===== src/rtl/exec_pkg.sv =====
package exec_pkg;
    typedef enum logic [2:0] {
        OP_ADD = 3'd0,
        OP_SUB = 3'd1,
        OP_AND = 3'd2,
        OP_XOR = 3'd3,
        OP_MUL = 3'd4,
        OP_LD  = 3'd5,
        OP_ST  = 3'd6,
        OP_BEQ = 3'd7
    } op_t;

    typedef enum logic {
        ST_RUN  = 1'b0,
        ST_WAIT = 1'b1
    } ctl_t;

    function automatic logic is_alu(op_t op);
        return (op == OP_ADD) || (op == OP_SUB) || (op == OP_AND) || (op == OP_XOR);
    endfunction

    function automatic logic writes_reg(op_t op);
        return is_alu(op) || (op == OP_MUL) || (op == OP_LD);
    endfunction
endpackage


===== src/rtl/ex_alu.sv =====
module ex_alu
    import exec_pkg::*;
#(
    parameter int W = 32
) (
    input  op_t          op,
    input  logic [W-1:0] a,
    input  logic [W-1:0] b,
    input  logic [W-1:0] imm,
    output logic [W-1:0] data,
    output logic [W-1:0] addr,
    output logic         taken
);
    always_comb begin
        data  = '0;
        addr  = a + imm;
        taken = 1'b0;
        unique case (op)
            OP_ADD: data = a + b;
            OP_SUB: data = a - b;
            OP_AND: data = a & b;
            OP_XOR: data = a ^ b;
            OP_ST:  data = b;
            OP_BEQ: begin
                addr  = imm;
                taken = (a == b);
            end
            default: data = '0;
        endcase
    end
endmodule


===== src/rtl/ex_mul3.sv =====
module ex_mul3 #(
    parameter int W = 32
) (
    input  logic         clk,
    input  logic         rst_n,
    input  logic         req,
    input  logic [W-1:0] a,
    input  logic [W-1:0] b,
    input  logic         take,
    output logic         done,
    output logic [W-1:0] result
);
    localparam int HALF = W / 2;

    logic         s1_v, s2_v, s3_v;
    logic [W-1:0] s1_lo, s1_b, s2_lo, s2_cross, s3_sum;
    logic [HALF-1:0] s1_ahi;

    always_ff @(posedge clk) begin
        if (!rst_n) begin
            s1_v <= 1'b0;
            s2_v <= 1'b0;
            s3_v <= 1'b0;
        end else begin
            s1_v <= req;
            s2_v <= s1_v;
            if (s2_v)      s3_v <= 1'b1;
            else if (take) s3_v <= 1'b0;
        end
    end

    always_ff @(posedge clk) begin
        if (req) begin
            s1_lo  <= {{HALF{1'b0}}, a[HALF-1:0]} * b;
            s1_ahi <= a[W-1:HALF];
            s1_b   <= b;
        end
        if (s1_v) begin
            s2_lo    <= s1_lo;
            s2_cross <= ({{HALF{1'b0}}, s1_ahi} * {{HALF{1'b0}}, s1_b[HALF-1:0]}) << HALF;
        end
        if (s2_v) begin
            s3_sum <= s2_lo + s2_cross;
        end
    end

    assign done   = s3_v;
    assign result = s3_sum;
endmodule


===== src/rtl/ex_mem_stage.sv =====
module ex_mem_stage
    import exec_pkg::*;
#(
    parameter int W  = 32,
    parameter int RW = 5
) (
    input  logic          clk,
    input  logic          rst_n,
    input  logic          x_valid,
    input  logic          x_poison,
    input  op_t           x_op,
    input  logic [RW-1:0] x_rd,
    input  logic          x_wen,
    input  logic [W-1:0]  x_data,
    input  logic [W-1:0]  x_addr,
    output logic          x_take,
    output logic          mem_req_valid,
    output logic          mem_we,
    output logic [W-1:0]  mem_addr,
    output logic [W-1:0]  mem_wdata,
    input  logic [W-1:0]  mem_rdata,
    output logic          wb_valid,
    input  logic          wb_ready,
    output logic          wb_poison,
    output op_t           wb_op,
    output logic [RW-1:0] wb_rd,
    output logic          wb_wen,
    output logic [W-1:0]  wb_data
);
    logic is_mem;

    assign x_take        = !wb_valid || wb_ready;
    assign is_mem        = (x_op == OP_LD) || (x_op == OP_ST);
    assign mem_req_valid = x_valid && x_take && !x_poison && is_mem;
    assign mem_we        = (x_op == OP_ST);
    assign mem_addr      = x_addr;
    assign mem_wdata     = x_data;

    always_ff @(posedge clk) begin
        if (!rst_n) begin
            wb_valid <= 1'b0;
        end else if (x_take) begin
            wb_valid <= x_valid;
        end
    end

    always_ff @(posedge clk) begin
        if (x_take && x_valid) begin
            wb_poison <= x_poison;
            wb_op     <= x_op;
            wb_rd     <= x_rd;
            wb_wen    <= x_wen;
            wb_data   <= (!x_poison && x_op == OP_LD) ? mem_rdata : x_data;
        end
    end
endmodule


===== src/rtl/exec_poison_stage.sv =====
module exec_poison_stage
    import exec_pkg::*;
#(
    parameter int W  = 32,
    parameter int RW = 5
) (
    input  logic          clk,
    input  logic          rst_n,
    input  logic          in_valid,
    output logic          in_ready,
    input  logic          in_epoch,
    input  logic [2:0]    in_op,
    input  logic [RW-1:0] in_rd,
    input  logic [W-1:0]  in_a,
    input  logic [W-1:0]  in_b,
    input  logic [W-1:0]  in_imm,
    output logic          cur_epoch,
    output logic          bypass_valid,
    output logic [RW-1:0] bypass_rd,
    output logic [W-1:0]  bypass_data,
    output logic          redir_valid,
    output logic [W-1:0]  redir_target,
    output logic          mem_req_valid,
    output logic          mem_we,
    output logic [W-1:0]  mem_addr,
    output logic [W-1:0]  mem_wdata,
    input  logic [W-1:0]  mem_rdata,
    output logic          wb_valid,
    input  logic          wb_ready,
    output logic          wb_poison,
    output logic [2:0]    wb_op,
    output logic [RW-1:0] wb_rd,
    output logic          wb_wen,
    output logic [W-1:0]  wb_data
);
    ctl_t          st_q, st_d;
    op_t           op;
    logic          live, fire, mul_req, mul_take, mul_done, can_enq, x_take, taken;
    logic [W-1:0]  alu_data, alu_addr, mul_data;
    logic          waiting;

    logic          xr_valid, xr_poison, xr_wen, n_poison, n_wen;
    op_t           xr_op, wb_op_e;
    logic [RW-1:0] xr_rd;
    logic [W-1:0]  xr_data, xr_addr, n_data, n_addr;

    assign op      = op_t'(in_op);
    assign live    = (in_epoch == cur_epoch);
    assign can_enq = !xr_valid || x_take;
    assign waiting = (st_q == ST_WAIT);

    ex_alu #(.W(W)) u_alu (
        .op(op), .a(in_a), .b(in_b), .imm(in_imm),
        .data(alu_data), .addr(alu_addr), .taken(taken)
    );

    ex_mul3 #(.W(W)) u_mul (
        .clk(clk), .rst_n(rst_n), .req(mul_req), .a(in_a), .b(in_b),
        .take(mul_take), .done(mul_done), .result(mul_data)
    );

    // state register
    always_ff @(posedge clk) begin
        if (!rst_n) st_q <= ST_RUN;
        else        st_q <= st_d;
    end

    // next state and issue decisions
    always_comb begin
        st_d     = st_q;
        fire     = 1'b0;
        mul_req  = 1'b0;
        mul_take = 1'b0;
        n_poison = !live;
        n_wen    = writes_reg(op);
        n_data   = '0;
        n_addr   = '0;
        unique case (st_q)
            ST_RUN: begin
                if (in_valid) begin
                    if (!live) begin
                        fire = can_enq;
                    end else if (op == OP_MUL) begin
                        mul_req = 1'b1;
                        st_d    = ST_WAIT;
                    end else begin
                        fire   = can_enq;
                        n_data = alu_data;
                        n_addr = alu_addr;
                    end
                end
            end
            ST_WAIT: begin
                n_poison = 1'b0;
                if (mul_done && can_enq) begin
                    fire     = 1'b1;
                    mul_take = 1'b1;
                    n_data   = mul_data;
                    st_d     = ST_RUN;
                end
            end
        endcase
    end

    // outputs of the stage
    always_comb begin
        in_ready     = fire;
        bypass_valid = fire && !waiting && live && is_alu(op);
        bypass_rd    = in_rd;
        bypass_data  = alu_data;
        redir_valid  = fire && !waiting && live && (op == OP_BEQ) && taken;
        redir_target = alu_addr;
    end

    always_ff @(posedge clk) begin
        if (!rst_n)           cur_epoch <= 1'b0;
        else if (redir_valid) cur_epoch <= ~cur_epoch;
    end

    always_ff @(posedge clk) begin
        if (!rst_n)      xr_valid <= 1'b0;
        else if (fire)   xr_valid <= 1'b1;
        else if (x_take) xr_valid <= 1'b0;
    end

    always_ff @(posedge clk) begin
        if (fire) begin
            xr_poison <= n_poison;
            xr_op     <= op;
            xr_rd     <= in_rd;
            xr_wen    <= n_wen;
            xr_data   <= n_data;
            xr_addr   <= n_addr;
        end
    end

    ex_mem_stage #(.W(W), .RW(RW)) u_mem (
        .clk(clk), .rst_n(rst_n),
        .x_valid(xr_valid), .x_poison(xr_poison), .x_op(xr_op), .x_rd(xr_rd),
        .x_wen(xr_wen), .x_data(xr_data), .x_addr(xr_addr), .x_take(x_take),
        .mem_req_valid(mem_req_valid), .mem_we(mem_we), .mem_addr(mem_addr),
        .mem_wdata(mem_wdata), .mem_rdata(mem_rdata),
        .wb_valid(wb_valid), .wb_ready(wb_ready), .wb_poison(wb_poison),
        .wb_op(wb_op_e), .wb_rd(wb_rd), .wb_wen(wb_wen), .wb_data(wb_data)
    );

    assign wb_op = wb_op_e;
endmodule


===== config.mk =====
export PLATFORM = sky130hd
export DESIGN_NAME = exec_poison_stage
export DESIGN_NICKNAME = d
export VERILOG_FILES = /design/src/rtl/exec_pkg.sv /design/src/rtl/ex_alu.sv /design/src/rtl/ex_mul3.sv /design/src/rtl/ex_mem_stage.sv /design/src/rtl/exec_poison_stage.sv
export SDC_FILE = /design/constraint.sdc
export NUM_CORES = 2
export LEC_CHECK = 0
export BUFFER_PORTS_ARGS = -buffer_cell sky130_fd_sc_hd__clkbuf_2
export CELL_PAD_IN_SITES_DETAIL_PLACEMENT = 0
export CELL_PAD_IN_SITES_GLOBAL_PLACEMENT = 1
export CORE_ASPECT_RATIO = 0.8
export CORE_MARGIN = 8
export CORE_UTILIZATION = 34
export DETAILED_ROUTE_END_ITERATION = 12
export PLACE_DENSITY_LB_ADDON = 0.12
export SLEW_MARGIN = 20
export SYNTH_ARGS = -nofsm -noshare
export SYNTH_HDL_FRONTEND = slang
export SYNTH_SLANG_ARGS = --single-unit

===== constraint.sdc =====
create_clock -name clk -period 11.6 [get_ports clk]
set_input_delay 3.48 -clock clk [delete_from_list [all_inputs] [get_ports clk]]
set_output_delay 3.48 -clock clk [all_outputs]
set_load 0.03 [all_outputs]

* Word level (Yosys, flattened, before mapping)
Cells that the tools add are included.
** Storage, ports and cells
- Register bits after elaboration :: 267
- Input port bits :: 141
- Output and inout bits :: 182
- Word-level logic and storage cells :: 99
** Cells by class
- Add/sub/neg operators :: 4
- $mul :: 2
- Eq/ne operators :: 11
- Mux-type cells :: 25
- Bitwise operators :: 6
- Reductions and logical operators :: 27
** Operators by type and width (number)
- 2-to-1 mux 32 bit :: 6
- one-hot mux 32 bit (5 select lines) :: 1
- adder 32 bit :: 3
- one-hot mux 32 bit (2 select lines) :: 1
- AND 32 bit :: 1
- == test 32 bit :: 1
- multiplier 16 x 32 -> 32 bit :: 1
- subtractor 32 bit :: 1
- XOR 32 bit :: 1
- == test 3 bit, second input constant :: 6
- multiplier 16 x 16 -> 16 bit :: 1
- 2-to-1 mux 1 bit :: 15
- logical AND 1 bit :: 10
- logical OR 1 bit :: 8
- == test 3 x 2 -> 1 bit, second input constant :: 2
- logical NOT 1 bit :: 5
- NOT 1 bit :: 4
- one-hot mux 1 bit (2 select lines) :: 2
- nonzero test 2 bit :: 2
- OR reduction 4 bit :: 1
- == test 3 x 1 -> 1 bit, second input constant :: 1
- logical NOT 3 bit :: 1
- == test 1 bit :: 1

* Depth between registers and ports, before layout
- Depth after elaboration :: 11
- Depth in mapped cells :: 25
- Depth with buffers taken out :: 24

* Cells and area by module
From an unflattened synthesis, not the netlist that was laid out.
** Unflattened totals
- Cells, all modules :: 3345
- Area, all modules :: 32258.4 µm²
** By module, submodules not included
- ex_mul3 :: times used 1, cells each 2031, area an instance 20363.3 µm², sequential area each 4384.2 µm²
- ex_alu :: times used 1, cells each 983, area an instance 6478.7 µm², sequential area each 0.0 µm²
- exec_poison_stage :: times used 1, cells each 178, area an instance 3049.2 µm², sequential area each 2282.2 µm²
- ex_mem_stage :: times used 1, cells each 153, area an instance 2367.3 µm², sequential area each 1281.2 µm²

* Worst setup path after synthesis
OpenSTA, ideal clock, no wires.
- Path type :: in2out
- Start :: input in_op[0]
- End :: output in_ready
- Arrival :: 8.910 ns
- Data required time :: 8.120 ns
- Path slack :: -0.790 ns
- Cell stages on the path :: 9
- Path buffers :: 3
- Cell sequence :: clkbuf_1 -> inv_2 -> nand2_1 -> clkbuf_1 -> clkbuf_1 -> nor2_1 -> nand2_1 -> nand2_1 -> a21oi_1
** Between the ends
- Word-level cells in the longest chain between the ends :: 5
** RTL lines
- from (decl) :: line exec_poison_stage.sv:12 : input logic [2:0] in_op,
- == test 3 bit :: line exec_poison_stage.sv:83 : end else if (op == OP_MUL) begin
- 2-to-1 mux 1 bit :: line exec_poison_stage.sv:83
- 2-to-1 mux 1 bit :: line exec_poison_stage.sv:81 : if (!live) begin
- 2-to-1 mux 1 bit :: line exec_poison_stage.sv:80 : if (in_valid) begin
- one-hot mux 1 bit (2 select lines) :: line exec_poison_stage.sv:78 : unique case (st_q)
- to (decl) :: line exec_poison_stage.sv:10 : output logic in_ready,
No other way between the ends.

* Final worst setup path
- Start :: input in_a[8]
- End :: output redir_target[31]
** Between the ends
- Word-level cells in the longest chain between the ends :: 2
** RTL lines
- from (decl) :: line exec_poison_stage.sv:14 : input logic [W-1:0] in_a,
- adder 32 bit :: line ex_alu.sv:16 : addr = a + imm;
- 2-to-1 mux 32 bit :: line ex_alu.sv:18 : unique case (op)
- to (decl) :: line exec_poison_stage.sv:22 : output logic [W-1:0] redir_target,
No other way between the ends.

==> results by group <==
Run status
  • Status: finished, final reports clean

Critical path
  • CP peak stage delay: 0.68 ns
  • WP data arrival: 7.43 ns
  • Delay-heaviest family, CP: compound AO/OA/AOI/OAI gates
  • Crit-path slowest cell: a211oi_1
  • Type of the worst setup path: primary input to output pin
  • Worst Path Max Fanout: 17
  • CP Buf/Inv Count: 2
  • Req. time, crit path: 8.12 ns
  • Crit. End Element: output pin
  • Crit-path cells: clkbuf_2, ha_1, o211a_1, o21ai_0, a211oi_1, o21bai_1, a211oi_1, o21ai_1, a21oi_1, o22ai_1, mux2i_1, xnor2_1, clkbuf_2
  • Crit start category: primary input

Global route
  • Largest net degree at the start of global routing: 50
  • Vias in the first global route: 25100
  • Initial antenna violation count: 9
  • First-pass GRT wire length: 173000 microns
  • GRT Total Usage: 22.6%
  • Gr ovfl total: 0

Clock network
  • CTS root buffer: clkbuf_16
  • CTS H-tree lvls: 2
  • Resized cells post-CTS: 0
  • Post-cts hold buffer count: 0
  • Clk slew on worst S/H paths: 0.05 ns
  • Clock latency at the later pin of the worst-skew pair: 0.58 ns
  • Setup bufs post-CTS: 0
  • Clock Tree Buf Depth: 3
  • CTS tree: built
  • Clk sink count: 267
  • Total CTS buffers: 35

Flow run
  • MaxCap Viol Count: 0

Routing
  • DR top layer: met5
  • Pre-Repair DR Iteration Count: 6
  • Vias/cell: 5.06
  • Detail Route Antenna Nets: 0
  • Starting DRT DRC Count: 1722
  • Mean routed wirelength per cell: 24.3 microns
  • Met2 Wirelength: 48600 microns
  • DR WL met3: 10200 microns
  • Met1 WL: 55800 microns
  • Vias: 24600
  • DRC: 0
  • Drt total wl: 118000 microns

Final layout
  • Multi-input gate area: 20900 sq um
  • Layout cells sized above 1: 14.2%
  • FF+latch area: 7950 sq um
  • # nets final: 4366
  • Area Overhead vs Synth: 13.7%
  • Final core occ: 39.1%
  • Fillers: 9299

Timing
  • Setup TNS: 0 ns
  • Slew @ Worst Pin: 1.11 ns
  • Crit path time final: 10.91 ns
  • Ratio of final minimum period to clock period: 94.1%
  • Worst rel slew slack: 25.7%
  • Fin. max-slew vios: 0
  • Hold violation count in the final report: 0
  • Worst Skew: 0.0190 ns
  • Final setup viols: 0
  • Max Freq: 91.7 MHz
  • RSZ-0062 raised after global routing: false

Floorplan
  • DIE AREA: 102000 sq um
  • Placeable Area: 91400 sq um
  • Std cell rows: 99
  • Initial core utilization: 34.4%
  • Die height: 288 microns
  • Die X: 356 microns
  • Top Ports: 323

Placement
  • DP HPWL: 96000 microns
  • Final GP Congestion: 0.915
  • IO Port Bufs: 322

Worst hold path
  • Hold crit path type: register to register

Synthesis
  • Synthesized instance count: 3334
  • Yosys reg bits: 267
  • Sequential area share after synthesis: 25.3%
  • Mapped Nets: 4086
  • Ys flop type: edfxtp_1
  • Post-synthesis area per instance: 9.43 sq um
  • Warnings, synthesis: 0
  • Post-Syn Area: 31400 sq um
  • Synth unique cells: 86
  • EDFF count, synth: 260
  • Async SR Flop Fraction: 0%

Pwr
  • P per Cell Area: 242 nW/um^2
  • Tot Pwr: 8.66 mW
  • Peak supply drop: 0.000574 V
  • P_leak: 16.3 nW
==> flip-flops by register name, summed over array words and instances, names as in the netlist, 3 cells and up <==
register	cells
u_mem.wb_data	32
u_mul.result	32
u_mul.s1_lo	32
u_mul.s2_lo	32
xr_addr	32
xr_data	32
u_mul.s1_ahi	16
u_mul.s1_b	16
u_mul.s2_cross	16
u_mem.wb_rd	5
xr_rd	5
u_mem.wb_op	3
xr_op	3
==> synthesized netlist by cell type, drive strengths merged, types with 39 or more instances <==
master  count  area [sq um]
nor3       42           210
inv       546          2050
xnor2     113           990
clkbuf    129           485
o21ai     103           519
nor2      146           548
and2      212          1330
edfxtp    260          7810
ha        223          2790
a21oi     149           746
nand2     460          1730
fa        388          7770
a21o       39           293
==> path summary, 6_finish.rpt <==
path	start	endpoint	slack [ns]	depth (start not counted)
max	in_a[8]	redir_target[31]	0.69	13
min	u_mul.s2_lo[5]$_DFFE_PP_	u_mul.result[5]$_DFFE_PP_	0.42	0
max reg2reg	u_mul.s1_b[1]$_DFFE_PP_	u_mul.s2_cross[31]$_DFFE_PP_	5.60	18
min reg2reg	u_mul.s2_lo[5]$_DFFE_PP_	u_mul.result[5]$_DFFE_PP_	0.42	0
==> routing by layer <==
metal / GRT usage [%] / vias to the layer above
met5: 0 / -
met4: 6.36 / 2
met3: 6.43 / 143
met2: 32.4 / 782
met1: 33.1 / 12200
li1: - / 11400
==> through the flow <==
stage	instance area (sq um)	hold WS, ns	worst slack [ns]	std cells
4_1_cts	35700	0.415	0.815	4851
3_3_place_gp	34500	0.401	0.882	4789
5_1_grt	35700	0.423	0.497	4852
3_5_place_dp	34500	0.405	0.822	4789
2_1_floorplan	31400	0.400	1.00	3334
6_report	35800	0.418	0.689	4853
==> layout by cell type, fill, tap and decap left out, drive strengths merged, types with 12 or more instances in the layout <==
cell,n
a211oi,20
a21o,39
a21oi,149
a22o,31
a31oi,19
and2,212
and3,12
buf,71
clkbuf,359
clkinv,13
edfxtp,260
fa,388
ha,223
inv,550
mux2,34
mux2i,21
nand2,460
nand2b,16
nand3,34
nor2,146
nor2b,28
nor3,42
o211ai,24
o21a,21
o21ai,103
o21bai,25
o22ai,25
o31ai,13
or2,12
xnor2,113
xor2,34
==> power breakdown <==
group | internal [mW] | switching, mW | total (mW)
logic | 2.44 | 3.60 | 6.04
clock network | 0.675 | 0.483 | 1.16
registers | 1.42 | 0.0414 | 1.46
==> kinds of logic (layout without fill, tap and decap cells) <==
logic type | Yosys count | in the layout | share of synthesized area [%]
AOI/OAI and AO/OA | 552 | 552 | 11.7
xor gates and xnor gates | 147 | 147 | 4.10
adders and majority gates | 611 | 611 | 33.6
buffers and inverters | 697 | 1002 | 8.43
DFF | 267 | 267 | 25.3
muxes | 55 | 55 | 1.89
other | 0 | 2 | 0
and+or+nand+nor | 1005 | 1005 | 15.1
==> final cells by class <==
| cell class | instances | area share [%] |
|---|---|---|
| clock inverter | 25 | 0.885 |
| clock buffer | 37 | 2.47 |
| tap | 1212 | 4.24 |
| timing repair buffer | 393 | 6.00 |
| antenna | 2 | 0.0140 |
| multi-input combinational | 2370 | 58.4 |
| inverter | 547 | 5.74 |
| sequential | 267 | 22.2 |
No activity file was read; power rests on OpenSTA's default activity.
